## config.mk

```make
export PLATFORM = sky130hd
export DESIGN_NAME = i2c_scl_timer
export DESIGN_NICKNAME = d
export VERILOG_FILES = /design/src/rtl/i2c_scl_pkg.sv /design/src/rtl/scl_delay_clamp.sv /design/src/rtl/scl_cfg_calc.sv /design/src/rtl/scl_phase_gen.sv /design/src/rtl/i2c_scl_timer.sv
export SDC_FILE = /design/constraint.sdc
export NUM_CORES = 1
export LEC_CHECK = 0
export BUFFER_PORTS_ARGS = -buffer_cell sky130_fd_sc_hd__buf_2
export CAP_MARGIN = 20
export CORE_MARGIN = 5
export CORE_UTILIZATION = 55
export DETAILED_ROUTE_END_ITERATION = 10
export PLACE_DENSITY = 0.79
export SLEW_MARGIN = 40
export SYNTH_ARGS = -nofsm -noshare
export SYNTH_HDL_FRONTEND = slang
export SYNTH_HIERARCHICAL = 1
export SYNTH_SLANG_ARGS = --single-unit
```

## constraint.sdc

```tcl
create_clock -name clk -period 8 [get_ports clk]
set_input_delay 0.4 -clock clk [delete_from_list [all_inputs] [get_ports clk]]
set_output_delay 0.4 -clock clk [all_outputs]
set_load 0.02 [all_outputs]
```

## src/rtl/i2c_scl_pkg.sv

```systemverilog
package i2c_scl_pkg;

    // Phase of the serial clock generator
    typedef enum logic [1:0] {
        PH_IDLE = 2'd0,   // disabled, clock resting high
        PH_LEAD = 2'd1,   // first high half period after enable
        PH_LOW  = 2'd2,
        PH_HIGH = 2'd3
    } scl_phase_e;

endpackage

```

## src/rtl/scl_delay_clamp.sv

```systemverilog
// Limits one edge offset to the range 1..half.
module scl_delay_clamp #(
    parameter int unsigned W = 16
) (
    input  logic [W-1:0] raw,
    input  logic [W-1:0] half,
    output logic [W-1:0] pos
);
    localparam logic [W-1:0] ONE = {{(W-1){1'b0}}, 1'b1};

    always_comb begin
        if (raw == '0)
            pos = ONE;
        else if (raw > half)
            pos = half;
        else
            pos = raw;
    end
endmodule

```

## src/rtl/scl_cfg_calc.sv

```systemverilog
// Turns raw divider and offsets into a half period and two strobe positions.
module scl_cfg_calc #(
    parameter int unsigned W = 16
) (
    input  logic [W-1:0] divider,
    input  logic [W-1:0] fall_raw,
    input  logic [W-1:0] rise_raw,
    output logic [W-1:0] half,
    output logic [W-1:0] fall_pos,
    output logic [W-1:0] rise_pos
);
    localparam logic [W-1:0] ONE = {{(W-1){1'b0}}, 1'b1};
    localparam int unsigned  NUM_EDGES = 2;

    logic [W-1:0] half_raw;
    logic [W-1:0] raw_arr [NUM_EDGES];
    logic [W-1:0] pos_arr [NUM_EDGES];

    // bit 0 of the divider is dropped; a zero half period is raised to one
    assign half_raw = {1'b0, divider[W-1:1]};
    assign half     = (half_raw == '0) ? ONE : half_raw;

    assign raw_arr[0] = fall_raw;
    assign raw_arr[1] = rise_raw;

    for (genvar g = 0; g < NUM_EDGES; g++) begin : g_clamp
        scl_delay_clamp #(.W(W)) u_clamp (
            .raw  (raw_arr[g]),
            .half (half),
            .pos  (pos_arr[g])
        );
    end

    assign fall_pos = pos_arr[0];
    assign rise_pos = pos_arr[1];
endmodule

```

## src/rtl/scl_phase_gen.sv

```systemverilog
// Phase sequencer: counts core clocks within each half period.
module scl_phase_gen
    import i2c_scl_pkg::*;
#(
    parameter int unsigned W = 16
) (
    input  logic         clk,
    input  logic         rst_n,
    input  logic         enable,
    input  logic [W-1:0] half_in,
    input  logic [W-1:0] fall_in,
    input  logic [W-1:0] rise_in,
    output logic         scl_o,
    output logic         launch_stb,
    output logic         sample_stb
);
    localparam logic [W-1:0] ONE = {{(W-1){1'b0}}, 1'b1};

    typedef struct packed {
        scl_phase_e   phase;
        logic [W-1:0] cnt;
        logic [W-1:0] half;
        logic [W-1:0] fall;
        logic [W-1:0] rise;
    } gen_state_t;

    gen_state_t st_q, st_d;
    logic       last_d;

    always_comb begin
        st_d   = st_q;
        last_d = (st_q.cnt == st_q.half - ONE);
        if (!enable) begin
            st_d.phase = PH_IDLE;
            st_d.cnt   = '0;
            st_d.half  = half_in;
            st_d.fall  = fall_in;
            st_d.rise  = rise_in;
        end else begin
            unique case (st_q.phase)
                PH_IDLE: begin
                    st_d.phase = PH_LEAD;
                    st_d.cnt   = '0;
                    st_d.half  = half_in;
                    st_d.fall  = fall_in;
                    st_d.rise  = rise_in;
                end
                PH_LEAD, PH_HIGH: begin
                    if (last_d) begin
                        // new settings only at the start of a low phase
                        st_d.phase = PH_LOW;
                        st_d.cnt   = '0;
                        st_d.half  = half_in;
                        st_d.fall  = fall_in;
                        st_d.rise  = rise_in;
                    end else begin
                        st_d.cnt = st_q.cnt + ONE;
                    end
                end
                PH_LOW: begin
                    if (last_d) begin
                        st_d.phase = PH_HIGH;
                        st_d.cnt   = '0;
                    end else begin
                        st_d.cnt = st_q.cnt + ONE;
                    end
                end
                default: st_d.phase = PH_IDLE;
            endcase
        end
    end

    always_ff @(posedge clk or negedge rst_n) begin
        if (!rst_n) begin
            st_q.phase <= PH_IDLE;
            st_q.cnt   <= '0;
            st_q.half  <= ONE;
            st_q.fall  <= ONE;
            st_q.rise  <= ONE;
        end else begin
            st_q <= st_d;
        end
    end

    assign scl_o      = (st_q.phase != PH_LOW);
    assign launch_stb = (st_q.phase == PH_LOW)  && (st_q.cnt == st_q.fall - ONE);
    assign sample_stb = (st_q.phase == PH_HIGH) && (st_q.cnt == st_q.rise - ONE);
endmodule

```

## src/rtl/i2c_scl_timer.sv

```systemverilog
module i2c_scl_timer #(
    parameter int unsigned CNT_W = 16
) (
    input  logic               clk,
    input  logic               rst_n,
    input  logic               enable,
    input  logic [CNT_W-1:0]   divider,
    input  logic [2*CNT_W-1:0] delay_cfg,
    output logic               scl_o,
    output logic               launch_stb,
    output logic               sample_stb
);
    localparam int unsigned DW = 2 * CNT_W;

    logic [CNT_W-1:0] half_w, fall_w, rise_w;

    scl_cfg_calc #(.W(CNT_W)) u_cfg (
        .divider  (divider),
        .fall_raw (delay_cfg[DW-1:CNT_W]),
        .rise_raw (delay_cfg[CNT_W-1:0]),
        .half     (half_w),
        .fall_pos (fall_w),
        .rise_pos (rise_w)
    );

    scl_phase_gen #(.W(CNT_W)) u_gen (
        .clk        (clk),
        .rst_n      (rst_n),
        .enable     (enable),
        .half_in    (half_w),
        .fall_in    (fall_w),
        .rise_in    (rise_w),
        .scl_o      (scl_o),
        .launch_stb (launch_stb),
        .sample_stb (sample_stb)
    );
endmodule

```

=== Word-level counts from Yosys, hierarchy flattened ===
Cells that the tools add are included.

* Add/sub/neg operators: 4
* Magnitude comparators: 2
* Equal/unequal tests: 10
* Muxes and demuxes: 12
* Reduce and logical (&&, ||, !) cells: 9

{| class="wikitable"
|+ Operators with widths
! cell !! count
|-
| case mux 48 bit (2 select lines) || 1
|-
| 2-to-1 mux 16 bit || 5
|-
| 2-to-1 mux 66 bit || 1
|-
| case mux 18 bit (3 select lines) || 1
|-
| equality test 16 bit || 3
|-
| logical NOT 16 bit || 3
|-
| 2-to-1 mux 48 bit || 1
|-
| subtractor 16 x 1 -> 16 bit (second input constant) || 3
|-
| > comparator 16 bit || 2
|-
| adder 16 x 1 -> 16 bit (second input constant) || 1
|-
| 2-to-1 mux 15 bit || 1
|-
| != test 3 x 2 -> 1 bit (second input constant) || 2
|-
| equality test 2 bit (second input constant) || 2
|-
| 2-to-1 mux 2 bit || 2
|-
| AND reduction 2 bit || 2
|-
| != test 3 x 1 -> 1 bit (second input constant) || 1
|-
| equality test 2 x 1 -> 1 bit (second input constant) || 1
|-
| logical AND 1 bit || 2
|-
| logical NOT 2 bit || 1
|-
| != test 2 bit (second input constant) || 1
|-
| OR reduction 2 bit || 1
|}

* Flip-flop bits (word level): 66
* Bits of input ports: 51
* Output and inout bits: 3

=== Longest topological paths before layout ===
Gate-level depths: netlist (run 1).

* Depth in word-level cells: 8
* Depth in mapped cells: 11

=== Hierarchy ===
Netlist (run 1), hierarchy kept.

{| class="wikitable"
|+ By module, submodules not included
! module !! times used !! cells each !! area an instance (um^2)
|-
| scl_phase_gen || 1 || 444 || 4474.3
|-
| scl_delay_clamp || 2 || 110 || 790.8
|-
| scl_cfg_calc || 1 || 21 || 96.3
|}

=== Worst setup path before layout (run 1) ===
Ideal clock, no wire load.

* Path kind: register to register
* Start point: register u_gen/st_q[37] in the netlist's numbering
* End point: register u_gen/st_q[1] in the netlist's numbering
* Setup time: 0.125 ns
* Arrival time: 2.894 ns
* Data required time: 7.875 ns
* Path slack: 4.981 ns
* Cell stages (with the launch flop): 11
* Clock period less this slack: 3.019 ns
* Cells stage by stage: dfrtp_1 > or3_1 > buf_2 > or4_1 > a2111o_1 > a32oi_2 > nand3b_2 > o21bai_4 > buf_6 > buf_12 > mux2_4

* Cells in the longest elaborated chain, start to end: 4

{| class="wikitable"
|+ Ends and longest elaborated chain
! what !! RTL line !! source
|-
| start: declaration || scl_phase_gen.sv:27 || <nowiki>gen_state_t st_q, st_d;</nowiki>
|-
| start signal: assignment || scl_phase_gen.sv:81 || <nowiki>st_q <= st_d;</nowiki>
|-
| subtractor 16 x 1 -> 16 bit || scl_phase_gen.sv:32 || <nowiki>last_d = (st_q.cnt == st_q.half - ONE);</nowiki>
|-
| equality test 16 bit || scl_phase_gen.sv:32 ||
|-
| != test 3 x 2 -> 1 bit (no line) || - ||
|-
| AND reduction 2 bit (no line) || - ||
|}

Every way passes these cells.
A chain may end at the register's enable or synchronous reset.

=== Worst setup path after layout (run 1) ===
* Start point: register u_gen/st_q[33] in the netlist's numbering
* End point: register u_gen/st_q[30] in the netlist's numbering

Same word-level chain as after synthesis.

==> metrics.yaml, run 1 <==
yosys:
  avgSynthCellArea_um2: 8.98
  ys_types: 74
  syn_area_um2: 6150
  ys_warn_count: 6
  ys_ff_latch: 66
  yosysSeqAreaShare: 0.269
  syn_inst: 685
  synth_edf_count: 0
  async_flop_share: 1.00
  synth_ff_type: "dfrtp_1"
clocking:
  cts_tree: "yes"
  post-cts-setup-buffer-count: 0
  cts_hold_buf: 0
  cts_root_buf: "clkbuf_8"
  clk_latency_ns: 0.35
  cts_sinks: 66
  cts_resized: 0
  htree_levels: 3
  path_clk_slew_ns: 0.08
  numCtsBuffers: 9
  cts_buffer_depth: 2
global_route:
  gr-total-overflow: 0
  grt_max_degree: 67
  antenna_found_initial: 0
  grt_pass1_wl_um: 25900
  track_usage: 0.246
  grt_pass1_vias: 5315
critical_path:
  slowest_delay_ns: 0.56
  endpoint: "u_gen/st_q[30]"
  criticalPathCategory: "flip-flop to flip-flop"
  startpoint: "u_gen/st_q[33]"
  regToRegSetupSlack_ns: 4.14
  path_depth: 9
  worstPathMaxFanout: 39
  crit_chain: "inv_1 > ha_1 > nor4b_1 > or3b_2 > o31a_1 > nand3b_2 > o21bai_4 > buf_4 > mux2_2"
  critPathBufInv: 2
  crit_family: "simple AND/OR/NAND/NOR gates"
  worstReg2RegEnd: "u_gen/st_q[30]"
  end_kind: "flip-flop"
  startpoint_type: "flip-flop"
  critPathRequiredTime_ns: 8.24
  reg2reg_depth: 9
  cp.arrival_ns: 4.09
  crit_path_top_delay_cell: "buf_4"
  reg2reg_from: "u_gen/st_q[33]"
pwr:
  power.share.switching: 0.316
  combPwrFrac: 0.271
  p_clk_frac: 0.318
  p_sw_w: 0.000321
  pwr-share-seq: 0.410
  power.internal_w: 0.000694
  leakage_nw: 3.12
  power_density_nw_per_um2: 153
  ir_worst_vdd_uv: 72.1
detailed_routing:
  drc_errors: 0
  drt-initial-drc-count: 297
  finalWirelength_um: 15800
  drt_first_pass_iters: 9
  via_count: 5251
  routed_via_density: 6.13
  final_antenna_net_count: 0
  wire_per_inst_um: 18.5
timing:
  whs_ns: 0.115
  drv_slew: 0
  hold_violations: 0
  fin_worst_skew_ns: 0.0109
  fin_crit_sh: 0.482
  setup_violations: 0
  rsz0062_at_grt: "false"
  period_needed_ns: 3.86
  fmax_ghz: 0.259
  slew_headroom: 0.544
  worst_pin_slew_ns: 0.682
  finalSetupTns_ns: 0
  fin_ws_ns: 4.14
layout:
  largest_reg_flops: 66
  drive_gt1_frac: 0.208
  area_delta_synth_final_pct: 7.73
  final_common_cell: "inv_1"
  nNetsFinal: 799
  reg_top3: "u_gen/st_q x66"
  num_antenna_cells: 0
  regMostFlops: "u_gen/st_q"
  final_util: 0.609
  fillCellCount: 906
  final_cell_mix: "inv_1 (73), dfrtp_1 (63), buf_2 (52), nand2_1 (48), xnor2_1 (48)"
place:
  gp_congestion: 0.921
  io_buffer_count: 52
  dp_hpwl_um: 12000
  dpl_worst_slack_ns: 4.23
die:
  die_area_um2: 13400
  initial_core_util: 0.565
  pin_count: 54
  die_h_um: 116
  die_x_um: 116
  num_rows: 38
  coreArea_um2: 10900
run_status:
  status: "completed"
job:
  maxCapViolations: 0
hold_path:
  hold_path.class: "primary input to asynchronous set/reset pin"
-- through the flow --
| step | cells | cell area (um^2) | total power, W |
|---|---|---|---|
| final | 857 | 6630 | 0.00101 |
| after global routing | 857 | 6630 | 0.00107 |
| after CTS | 857 | 6620 | 0.00102 |
| after detailed placement | 841 | 6390 | 0.000692 |
| after global placement | 841 | 6380 | 0.000675 |
| after floorplan | 689 | 6170 | 0.000620 |
-- layout make-up --
type,instances,area (um^2),area share
well taps,140,175,0.0264
multi-input cells,505,3990,0.602
inverters,73,274,0.0413
flip-flops and latches,66,1660,0.250
clock inverters,4,73.8,0.0111
clock buffers,12,155,0.0234
repair buffers,57,302,0.0455
-- cell usage after synthesis (all sizes together) (5+ instances only) --
cell type / n / area [um^2]
or3: 6 / 37.5
ha: 36 / 450
xor2: 23 / 201
nand2: 48 / 180
o211ai: 7 / 67.6
nor3: 27 / 140
dfrtp: 63 / 1580
o21ai: 17 / 85.1
a21oi: 23 / 119
or4: 10 / 78.8
nor4: 17 / 106
clkbuf: 34 / 128
nor2b: 7 / 58.8
nand4: 16 / 130
nor2: 29 / 109
inv: 73 / 274
mux2: 48 / 616
mux2i: 33 / 330
nand3b: 5 / 41.3
xnor2: 48 / 420
nor3b: 5 / 37.5
nand2b: 7 / 43.8
nand3: 21 / 105
buf: 11 / 130
-- power groups by stage --
| stage | registers [W] | clock network [W] | logic (W) |
|---|---|---|---|
| finish | 0.000416 | 0.000323 | 0.000275 |
| global route | 0.000422 | 0.000341 | 0.000303 |
| CTS | 0.000414 | 0.000329 | 0.000274 |
| detailed placement | 0.000421 | 0 | 0.000272 |
| global placement | 0.000417 | 0 | 0.000258 |
| floorplan | 0.000402 | 0 | 0.000218 |
-- how the worst min path moves through the flow --
stage                                end  slack (ns)  depth (start not counted)
after floorplan           u_gen/st_q[10]        0.10                          0
after global placement    u_gen/st_q[47]        0.52                          1
after detailed placement  u_gen/st_q[47]        0.52                          1
after CTS                 u_gen/st_q[51]        0.23                          2
after global routing       u_gen/st_q[1]        0.17                          2
final                      u_gen/st_q[1]        0.12                          2
-- layer usage --
layer	vias to the layer above	wire [um]	global-route usage
li1	2461	-	-
met1	2538	6960	0.325
met2	209	7320	0.398
met3	43	979	0.0465
met4	0	558	0.0982
met5	-	0	0
-- cells by family (layout without fill, tap and decap cells) --
group,Yosys count,in the layout,synth area share
AO/OA/AOI/OAI,89,89,0.109
XOR/XNOR,71,71,0.101
adder cells (fa/ha/maj),36,36,0.0732
buffers and inverters,118,146,0.0864
flip-flops,66,66,0.269
multiplexers,81,81,0.154
other,1,5,0.000610
AND/OR/NAND/NOR,223,223,0.206
No activity file was read; power rests on OpenSTA's default activity.
==> run 2, diff against run 1 <==
clock period = 3.7 ns   (was 8 ns; I/O delays follow)
==> run 2 against run 1 <==
Compared with the run above: global-route usage shrank 0.68 points; highest routed layer unchanged; cell count increased by 0.58%; cell area is 0.21% higher; combinational power grew 120%; sequential power increased by 120%; die area stayed put; clock-buffer cell count stayed put; via count decreased by 2.3%; worst setup slack lost 3.9 ns; wire length is 2.8% lower; sequential share of layout area is 0.052 points lower; critical path depth unchanged.
==> metrics.yaml, run 2 (synthesis results as in run 1) <==
die:
  die_h_um: 116
  pin_count: 54
  die_x_um: 116
  die_area_um2: 13400
  coreArea_um2: 10900
  initial_core_util: 0.565
  num_rows: 38
layout:
  final_common_cell: "inv_1"
  regMostFlops: "u_gen/st_q"
  final_area_um2: 6640
  num_antenna_cells: 0
  fillCellCount: 927
  stdcell_count: 862
  largest_reg_flops: 66
  nNetsFinal: 805
  final_cell_mix: "inv_1 (73), dfrtp_1 (63), buf_2 (51), nand2_1 (48), xnor2_1 (48)"
  reg_top3: "u_gen/st_q x66"
  drive_gt1_frac: 0.211
  area_delta_synth_final_pct: 7.95
global_route:
  grt_pass1_vias: 5076
  grt_max_degree: 49
  track_usage: 0.239
  antenna_found_initial: 0
  grt_pass1_wl_um: 25400
  gr-total-overflow: 0
detailed_routing:
  finalWirelength_um: 15400
  routed_via_density: 5.95
  wire_per_inst_um: 17.8
  final_antenna_net_count: 0
  drt-initial-drc-count: 276
  drt_first_pass_iters: 5
  drc_errors: 0
  via_count: 5130
pwr:
  power_density_nw_per_um2: 317
  ir_worst_vdd_uv: 209
  leakage_nw: 3.13
hold_path:
  hold_path.class: "primary input to flip-flop"
  hold_start: "enable"
timing:
  fmax_ghz: 0.287
  finalSetupTns_ns: 0
  hold_violations: 0
  fin_crit_sh: 0.942
  fin_worst_skew_ns: 0.00972
  slew_headroom: 0.581
  period_needed_ns: 3.49
  rsz0062_at_grt: "false"
  setup_violations: 0
  drv_slew: 0
  worst_pin_slew_ns: 0.627
critical_path:
  startpoint_type: "flip-flop"
  end_kind: "output port"
  crit_family: "simple AND/OR/NAND/NOR gates"
  criticalPathCategory: "flip-flop to output port"
  startpoint: "u_gen/st_q[17]"
  critPathBufInv: 2
  worstPathMaxFanout: 7
  critPathRequiredTime_ns: 3.51
  crit_chain: "inv_1 > ha_1 > or3b_2 > or4_1 > nor2_1 > o21ai_0 > a2111oi_1 > and4_1 > buf_2"
  reg2reg_from: "u_gen/st_q[37]"
  crit_path_top_delay_cell: "or4_1"
  regToRegSetupSlack_ns: 0.43
  slowest_delay_ns: 0.55
  cp.arrival_ns: 3.30
place:
  dp_hpwl_um: 11900
  place_area_um2: 6430
  io_buffer_count: 52
  dp_cells: 846
  gp_congestion: 0.899
run_status:
  status: "completed"
clocking:
  cts_root_buf: "clkbuf_8"
  path_clk_slew_ns: 0.07
  htree_levels: 3
  numCtsBuffers: 9
  cts_buffer_depth: 2
  cts_tree: "yes"
  clk_latency_ns: 0.35
  cts_sinks: 66
  post-cts-setup-buffer-count: 0
job:
  maxCapViolations: 0
-- run 2: changes by cell type in the layout (fill, tap and decap cells not counted), sizes merged --
cell         delta
buf             +5
bufinv          -1
dlygate4sd3     +1
-- run 2: area by class of cell --
| cell class | instances | area, um^2 | share of cell area |
|---|---|---|---|
| multi-input combinational | 505 | 3980 | 0.599 |
| sequential | 66 | 1660 | 0.249 |
| inverter | 73 | 274 | 0.0413 |
| tap | 140 | 175 | 0.0264 |
| clock buffer | 12 | 155 | 0.0234 |
| clock inverter | 3 | 40.0 | 0.00603 |
| timing repair buffer | 63 | 360 | 0.0543 |
-- run 2: metal layers --
layer	global-route usage	wire length, um
met1	0.333	6970
met3	0.0298	938
met5	0	0
met2	0.378	6940
met4	0.0959	523
-- run 2: final timing paths --
check | endpoint | cells past startpoint
hold / removal | u_gen/st_q[65] | 2
setup / recovery | launch_stb | 9
min in group asynchronous | u_gen/st_q[2] | 2
setup reg to reg | u_gen/st_q[23] | 8
hold reg to reg | u_gen/st_q[15] | 1
max in group asynchronous | u_gen/st_q[32] | 3
-- run 2: per-stage QoR --
stage                      util  hold slack [ns]  worst slack (ns)  total power [W]
final                     0.610           0.0848             0.214          0.00210
after global routing      0.610           0.0791            0.0146          0.00222
after floorplan               -           -0.111             0.681          0.00134
after global placement    0.589            0.385             0.516          0.00146
after detailed placement  0.591            0.221             0.446          0.00150
after CTS                 0.610           0.0742             0.211          0.00211
-- run 2: power by group --
group          switching, W  leakage [nW]  internal, W
sequential         0.000109         0.804     0.000793
clock              0.000265         0.102     0.000342
combinational      0.000299          2.22     0.000294
total              0.000673          3.13      0.00143
-- run 2: worst reg2reg max path: stages (launching register included) --
cell and delay, ns:
dfrtp_1 0.46, or3_1 0.51, or4_1 0.50, a2111o_1 0.43
a32oi_2 0.23, nand3b_2 0.15, o21bai_4 0.18, buf_12 0.29
mux2_2 0.41
-- run 2: what timing repair did --
action,CTS,global route
endpoints found under the setup margin,0,1
hold buffers,1,0
endpoints found under the hold margin,42,0
gates resized for setup,0,1
